--- config.mk ---
export PLATFORM = sky130hd
export DESIGN_NAME = spi_nor_responder
export DESIGN_NICKNAME = d
export VERILOG_FILES = /design/src/rtl/spi_nor_pkg.sv /design/src/rtl/spi_nor_opcode_decode.sv /design/src/rtl/spi_nor_frame_track.sv /design/src/rtl/spi_nor_status_reg.sv /design/src/rtl/spi_nor_reply_sel.sv /design/src/rtl/spi_nor_responder.sv
export SDC_FILE = /design/constraint.sdc
export NUM_CORES = 1
export LEC_CHECK = 0
export BUFFER_PORTS_ARGS = -buffer_cell sky130_fd_sc_hd__buf_2
export CELL_PAD_IN_SITES_DETAIL_PLACEMENT = 1
export CELL_PAD_IN_SITES_GLOBAL_PLACEMENT = 2
export CORE_ASPECT_RATIO = 0.75
export CORE_MARGIN = 5
export CORE_UTILIZATION = 34
export DETAILED_ROUTE_END_ITERATION = 7
export GPL_TIMING_DRIVEN = 0
export MAX_ROUTING_LAYER = met4
export PLACE_DENSITY = 0.86
export SYNTH_ARGS = -nofsm -noshare
export SYNTH_HDL_FRONTEND = slang
export SYNTH_SLANG_ARGS = --single-unit
--- constraint.sdc ---
create_clock -name clk -period 4.6 [get_ports clk]
set_input_delay 0.46 -clock clk [delete_from_list [all_inputs] [get_ports clk]]
set_output_delay 0.46 -clock clk [all_outputs]
set_load 0.1 [all_outputs]
--- src/rtl/spi_nor_pkg.sv ---
package spi_nor_pkg;

    localparam logic [7:0] OP_WR_EN    = 8'h06;
    localparam logic [7:0] OP_WR_DIS   = 8'h04;
    localparam logic [7:0] OP_RD_STAT  = 8'h05;
    localparam logic [7:0] OP_WR_STAT  = 8'h01;
    localparam logic [7:0] OP_RD_IDENT = 8'h9F;
    localparam logic [7:0] OP_WAKE_ID  = 8'hAB;
    localparam logic [7:0] OP_MFR_DEV  = 8'h90;

    localparam logic [7:0] IDLE_BYTE   = 8'hFF;

    typedef enum logic [3:0] {
        CMD_IDLE,
        CMD_WR_EN,
        CMD_WR_DIS,
        CMD_RD_STAT,
        CMD_WR_STAT,
        CMD_RD_IDENT,
        CMD_WAKE_ID,
        CMD_MFR_DEV,
        CMD_UNKNOWN
    } cmd_e;

    typedef struct packed {
        logic       wr_lock;
        logic       cont_prog;
        logic [3:0] protect;
        logic       wr_enable;
        logic       busy;
    } status_t;

    function automatic cmd_e opcode_to_cmd(input logic [7:0] op);
        cmd_e c;
        case (op)
            OP_WR_EN:    c = CMD_WR_EN;
            OP_WR_DIS:   c = CMD_WR_DIS;
            OP_RD_STAT:  c = CMD_RD_STAT;
            OP_WR_STAT:  c = CMD_WR_STAT;
            OP_RD_IDENT: c = CMD_RD_IDENT;
            OP_WAKE_ID:  c = CMD_WAKE_ID;
            OP_MFR_DEV:  c = CMD_MFR_DEV;
            default:     c = CMD_UNKNOWN;
        endcase
        return c;
    endfunction

endpackage

--- src/rtl/spi_nor_opcode_decode.sv ---
module spi_nor_opcode_decode
    import spi_nor_pkg::*;
(
    input  logic [7:0] op_i,
    output cmd_e       cmd_o
);
    always_comb cmd_o = opcode_to_cmd(op_i);
endmodule

--- src/rtl/spi_nor_frame_track.sv ---
module spi_nor_frame_track
    import spi_nor_pkg::*;
#(
    parameter int POS_W = 4
) (
    input  logic             clk,
    input  logic             rst,
    input  logic             csn_i,
    input  logic             byte_vld_i,
    input  logic [7:0]       mosi_byte_i,
    input  cmd_e             cmd_dec_i,
    output cmd_e             cmd_q_o,
    output cmd_e             cmd_now_o,
    output logic [POS_W-1:0] pos_next_o,
    output logic             sel_mfr_first_o,
    output logic [5:0]       wr_bits_o,
    output logic             commit_o
);
    localparam logic [POS_W-1:0] POS_MAX    = {POS_W{1'b1}};
    localparam logic [POS_W-1:0] POS_SELECT = POS_W'(3);
    localparam int               WCNT_W     = 2;
    localparam logic [WCNT_W-1:0] WCNT_MAX  = {WCNT_W{1'b1}};

    logic [POS_W-1:0]  pos_q;
    cmd_e              cmd_q;
    logic [WCNT_W-1:0] wcnt_q;
    logic [5:0]        wr_bits_q;
    logic              sel_q;

    assign pos_next_o = (pos_q == POS_MAX) ? pos_q : pos_q + POS_W'(1);

    assign cmd_now_o = (pos_q == '0) ? cmd_dec_i : cmd_q;

    always_ff @(posedge clk) begin
        if (rst) begin
            pos_q     <= '0;
            cmd_q     <= CMD_IDLE;
            wcnt_q    <= '0;
            wr_bits_q <= '0;
            sel_q     <= 1'b0;
        end else if (csn_i) begin
            pos_q  <= '0;
            cmd_q  <= CMD_IDLE;
            wcnt_q <= '0;
        end else if (byte_vld_i) begin
            pos_q <= pos_next_o;
            if (pos_q == '0) begin
                cmd_q <= cmd_dec_i;
            end
            if (cmd_q == CMD_WR_STAT && pos_q != '0) begin
                if (wcnt_q == '0) begin
                    wr_bits_q <= mosi_byte_i[7:2];
                end
                if (wcnt_q != WCNT_MAX) begin
                    wcnt_q <= wcnt_q + WCNT_W'(1);
                end
            end
            if (cmd_q == CMD_MFR_DEV && pos_q == POS_SELECT) begin
                sel_q <= (mosi_byte_i == 8'h00);
            end
        end
    end

    assign cmd_q_o         = cmd_q;
    assign sel_mfr_first_o = sel_q;
    assign wr_bits_o       = wr_bits_q;
    assign commit_o        = csn_i && (cmd_q == CMD_WR_STAT) &&
                             (wcnt_q == WCNT_W'(1) || wcnt_q == WCNT_W'(2));
endmodule

--- src/rtl/spi_nor_status_reg.sv ---
module spi_nor_status_reg
    import spi_nor_pkg::*;
(
    input  logic       clk,
    input  logic       rst,
    input  logic       set_wel_i,
    input  logic       clr_wel_i,
    input  logic       commit_i,
    input  logic [5:0] wr_bits_i,
    output status_t    stat_o
);
    status_t stat_q;

    always_ff @(posedge clk) begin
        if (rst) begin
            stat_q <= '0;
        end else begin
            stat_q.busy <= 1'b0;
            if (set_wel_i) begin
                stat_q.wr_enable <= 1'b1;
            end else if (clr_wel_i) begin
                stat_q.wr_enable <= 1'b0;
            end else if (commit_i && stat_q.wr_enable && !stat_q.wr_lock) begin
                stat_q.wr_lock   <= wr_bits_i[5];
                stat_q.cont_prog <= wr_bits_i[4];
                stat_q.protect   <= wr_bits_i[3:0];
                stat_q.wr_enable <= 1'b0;
            end
        end
    end

    assign stat_o = stat_q;
endmodule

--- src/rtl/spi_nor_reply_sel.sv ---
module spi_nor_reply_sel
    import spi_nor_pkg::*;
#(
    parameter int         POS_W    = 4,
    parameter logic [7:0] MFR_CODE = 8'hC2,
    parameter logic [7:0] MEM_TYPE = 8'h20,
    parameter logic [7:0] DEV_CODE = 8'h15
) (
    input  cmd_e             cmd_i,
    input  logic [POS_W-1:0] pos_next_i,
    input  logic [7:0]       mosi_byte_i,
    input  logic             sel_mfr_first_i,
    input  status_t          stat_i,
    output logic [7:0]       reply_o
);
    localparam logic [POS_W-1:0] P2 = POS_W'(1);
    localparam logic [POS_W-1:0] P3 = POS_W'(2);
    localparam logic [POS_W-1:0] P4 = POS_W'(3);
    localparam logic [POS_W-1:0] P5 = POS_W'(4);
    localparam logic [POS_W-1:0] P6 = POS_W'(5);

    always_comb begin
        reply_o = IDLE_BYTE;
        case (cmd_i)
            CMD_RD_STAT: reply_o = stat_i;
            CMD_RD_IDENT: begin
                if (pos_next_i == P2)      reply_o = MFR_CODE;
                else if (pos_next_i == P3) reply_o = MEM_TYPE;
                else if (pos_next_i == P4) reply_o = DEV_CODE;
            end
            CMD_WAKE_ID: begin
                if (pos_next_i == P5) reply_o = DEV_CODE;
            end
            CMD_MFR_DEV: begin
                if (pos_next_i == P5)
                    reply_o = (mosi_byte_i == 8'h00) ? MFR_CODE : DEV_CODE;
                else if (pos_next_i == P6)
                    reply_o = sel_mfr_first_i ? DEV_CODE : MFR_CODE;
            end
            default: reply_o = IDLE_BYTE;
        endcase
    end
endmodule

--- src/rtl/spi_nor_responder.sv ---
module spi_nor_responder
    import spi_nor_pkg::*;
#(
    parameter int         POS_W    = 4,
    parameter logic [7:0] MFR_CODE = 8'hC2,
    parameter logic [7:0] MEM_TYPE = 8'h20,
    parameter logic [7:0] DEV_CODE = 8'h15
) (
    input  logic       clk,
    input  logic       rst,
    input  logic       csn_i,
    input  logic       byte_vld_i,
    input  logic [7:0] mosi_byte_i,
    output logic [7:0] miso_byte_o
);
    cmd_e             cmd_dec;
    cmd_e             cmd_q;
    cmd_e             cmd_now;
    logic [POS_W-1:0] pos_next;
    logic             sel_mfr_first;
    logic [5:0]       wr_bits;
    logic             commit;
    status_t          stat;
    logic [7:0]       status_bits;
    logic [7:0]       reply;
    logic [7:0]       miso_q;
    logic             opcode_stb;

    spi_nor_opcode_decode u_dec (
        .op_i  (mosi_byte_i),
        .cmd_o (cmd_dec)
    );

    spi_nor_frame_track #(.POS_W(POS_W)) u_frame (
        .clk             (clk),
        .rst             (rst),
        .csn_i           (csn_i),
        .byte_vld_i      (byte_vld_i),
        .mosi_byte_i     (mosi_byte_i),
        .cmd_dec_i       (cmd_dec),
        .cmd_q_o         (cmd_q),
        .cmd_now_o       (cmd_now),
        .pos_next_o      (pos_next),
        .sel_mfr_first_o (sel_mfr_first),
        .wr_bits_o       (wr_bits),
        .commit_o        (commit)
    );

    assign opcode_stb = !csn_i && byte_vld_i && (cmd_q == CMD_IDLE);

    spi_nor_status_reg u_stat (
        .clk       (clk),
        .rst       (rst),
        .set_wel_i (opcode_stb && cmd_dec == CMD_WR_EN),
        .clr_wel_i (opcode_stb && cmd_dec == CMD_WR_DIS),
        .commit_i  (commit),
        .wr_bits_i (wr_bits),
        .stat_o    (stat)
    );

    assign status_bits = stat;

    spi_nor_reply_sel #(
        .POS_W    (POS_W),
        .MFR_CODE (MFR_CODE),
        .MEM_TYPE (MEM_TYPE),
        .DEV_CODE (DEV_CODE)
    ) u_reply (
        .cmd_i           (cmd_now),
        .pos_next_i      (pos_next),
        .mosi_byte_i     (mosi_byte_i),
        .sel_mfr_first_i (sel_mfr_first),
        .stat_i          (stat),
        .reply_o         (reply)
    );

    always_ff @(posedge clk) begin
        if (rst || csn_i) begin
            miso_q <= IDLE_BYTE;
        end else if (byte_vld_i) begin
            miso_q <= reply;
        end
    end

    assign miso_byte_o = miso_q;
endmodule

==> reports/qor.yml <==
routing:
  drt-wirelength-per-cell_um: 15.6
  drt_first_pass_iters: 4
  dr_total_vias: 1760
  routed_via_density: 5.33
  ant_nets: 0
  drtIter0Drc: 91
  routed_wl_mm: 5.15
  drc: 0
synth:
  yosys-top-cells-area: "dfxtp_1 34%, mux2i_1 8.1%, nor2_1 7.3%"
  synth_nets: 247
  synthCells: 230
  seq_area_frac_synth_pct: 34.5
  async_flop_share_pct: 0
  synth_edf_count: 0
  ys_seq_elements: 32
  synth_top_flop_cell: "dfxtp_1"
  yosysTopAreaCell: "dfxtp_1"
  yosys.cell_types.count: 55
  yosysTopAreaCellShare_pct: 34.5
  synth_area_um2: 1860
  yosysWarnings: 0
  avgSynthCellArea_um2: 8.08
clock_network:
  cts_buffer_depth: 2
  clk_latency_ns: 0.28
  ctsHoldBuffers: 0
  cts_resized: 0
  clock_sinks: 32
  cts_setup_buffers: 0
  clockRootBuffer: "clkbuf_8"
  cts_buffers: 5
  cts_tree: "yes"
  clkTransAtPathRegs_ns: 0.07
  htree_levels: 2
critical_path:
  arrival_ns: 3.32
  critPathLaunchType: "register"
  cp_max_fo: 8
  crit_required_ns: 4.77
  worstSetupEndpointType: "register"
  r2r_slack_ns: 1.46
  path_class: "reg2reg"
finish:
  final_common_cell: "nor2_1"
  fill_cells: 645
  drive_gt1_share_pct: 13.3
  area_delta_synth_final_pct: 15.4
  fin_nets: 271
  final_cell_mix: "36 x nor2_1, 32 x dfxtp_1, 20 x nand2_1"
  fin_cells: 330
  antennaDiodeCount: 0
power:
  vdd_drop_max_mv: 0.121
  p_per_area_nw_per_um2: 286
  leakage_nw: 0.733
die:
  die_width_um: 95.4
  start_util_pct: 34.9
  num_rows: 23
  dieArea_um2: 7060
  core_area_um2: 5320
  die_y_um: 74.0
  ioPinCount: 20
timing:
  min_period_ns: 3.14
  tns_ns: 0
  max_freq_mhz: 318
  hold_violations: 0
  rsz0062_at_grt: "no"
  maxSlewViolCount: 0
  setup_viol: 0
  slew_headroom_pct: 20.3
  fin_crit_sh_pct: 68.4
  clock_skew_ns: 0.00660
  worst_pin_slew_ns: 1.19
grt:
  grt_util_all_layers_pct: 16.2
  grt_pass1_wl_mm: 8.55
  grt_pass1_vias: 1720
  antenna_found_initial: 0
  grt_max_degree: 11
  grt-ovfl-total: 0
placement:
  port_buffers: 17
  finalWeightedCongestion: 0.891
  dp_hpwl_mm: 3.92
  dp_cells: 322
outcome:
  outcome: "completed"
worst_hold_path:
  hp-class: "in2reg"
run:
  max_cap_violations: 0
==> final cells by class <==
| class | instances | area [um2] | share of cell area (%) |
|---|---|---|---|
| multi-input combinational | 180 | 1150 | 53.6 |
| sequential | 32 | 641 | 29.9 |
| tap | 75 | 93.8 | 4.38 |
| timing repair buffer | 17 | 85.1 | 3.97 |
| clock buffer | 6 | 72.6 | 3.38 |
| buffer | 10 | 38.8 | 1.81 |
| clock inverter | 2 | 35.0 | 1.63 |
| inverter | 8 | 30.0 | 1.40 |
==> worst paths after layout <==
path,startpoint,to,depth (start not counted)
setup / recovery,u_frame.pos_q[1],miso_byte_o[4],10
hold / removal,rst,u_frame.sel_mfr_first_o,2
setup reg to reg,u_frame.pos_q[1],miso_byte_o[4],10
hold reg to reg,miso_byte_o[0],miso_byte_o[0],1
==> where the power goes <==
| group | leakage (nW) | total, mW | internal, mW | switching (mW) |
|---|---|---|---|---|
| clock network | 0.0552 | 0.268 | 0.161 | 0.107 |
| logic | 0.419 | 0.0629 | 0.0202 | 0.0427 |
| registers | 0.259 | 0.282 | 0.279 | 0.00288 |
==> cell families after synthesis <==
kind of cell | synth area share, %
AND/OR/NAND/NOR | 29.6
AO/OA/AOI/OAI | 18.9
flip-flops | 34.5
buffers and inverters | 3.70
multiplexers | 8.08
adder cells (fa/ha/maj) | 3.37
XOR/XNOR | 1.89
==> flip-flops by register name, indices dropped and copies added (netlist names) <==
register and cells:
u_frame.pos_q 4, u_frame.wcnt_q 2, miso_byte_o 8, u_frame.wr_bits_o 6, u_frame.cmd_q_o 4, u_frame.sel_mfr_first_o 1
u_stat.stat_o 7
==> stage by stage <==
stage | util [%] | power (mW) | hold slack (ns) | area, um2 | worst slack (ns)
finish | 40.3 | 0.613 | 0.449 | 2140 | 1.46
CTS | 40.3 | 0.620 | 0.451 | 2140 | 1.44
detailed placement | 38.3 | 0.351 | 0.444 | 2040 | 1.45
global route | 40.3 | 0.642 | 0.472 | 2140 | 1.13
global placement | 38.3 | 0.350 | 0.441 | 2040 | 1.46
floorplan | - | 0.330 | 0.430 | 1860 | 1.93
==> routing by layer <==
layer	routed length [um]	global-route usage (%)
met1	2820	24.4
met2	2060	21.3
met3	236	4.15
met4	34	3.68
met5	0	-
==> cells in the mapped netlist (4+ instances only) <==
| cell | instances |
|---|---|
| nor2_1 | 36 |
| dfxtp_1 | 32 |
| nand2_1 | 20 |
| a21oi_1 | 17 |
| mux2i_1 | 15 |
| clkbuf_1 | 9 |
| nor3_1 | 8 |
| inv_1 | 7 |
| ha_1 | 5 |
| and3_1 | 4 |
| nand2b_1 | 4 |
| o21ai_0 | 4 |
==> worst max-delay path, stage by stage, from the launching register on <==
cell and delay (ns):
dfxtp_1 0.34, clkbuf_1 0.29, inv_1 0.11, ha_1 0.34
or4bb_1 0.51, o22ai_1 0.25, mux2i_1 0.32, nand2_1 0.07
and3_1 0.18, o31a_1 0.33, a221o_1 0.27
No activity file was read; power rests on OpenSTA's default activity.
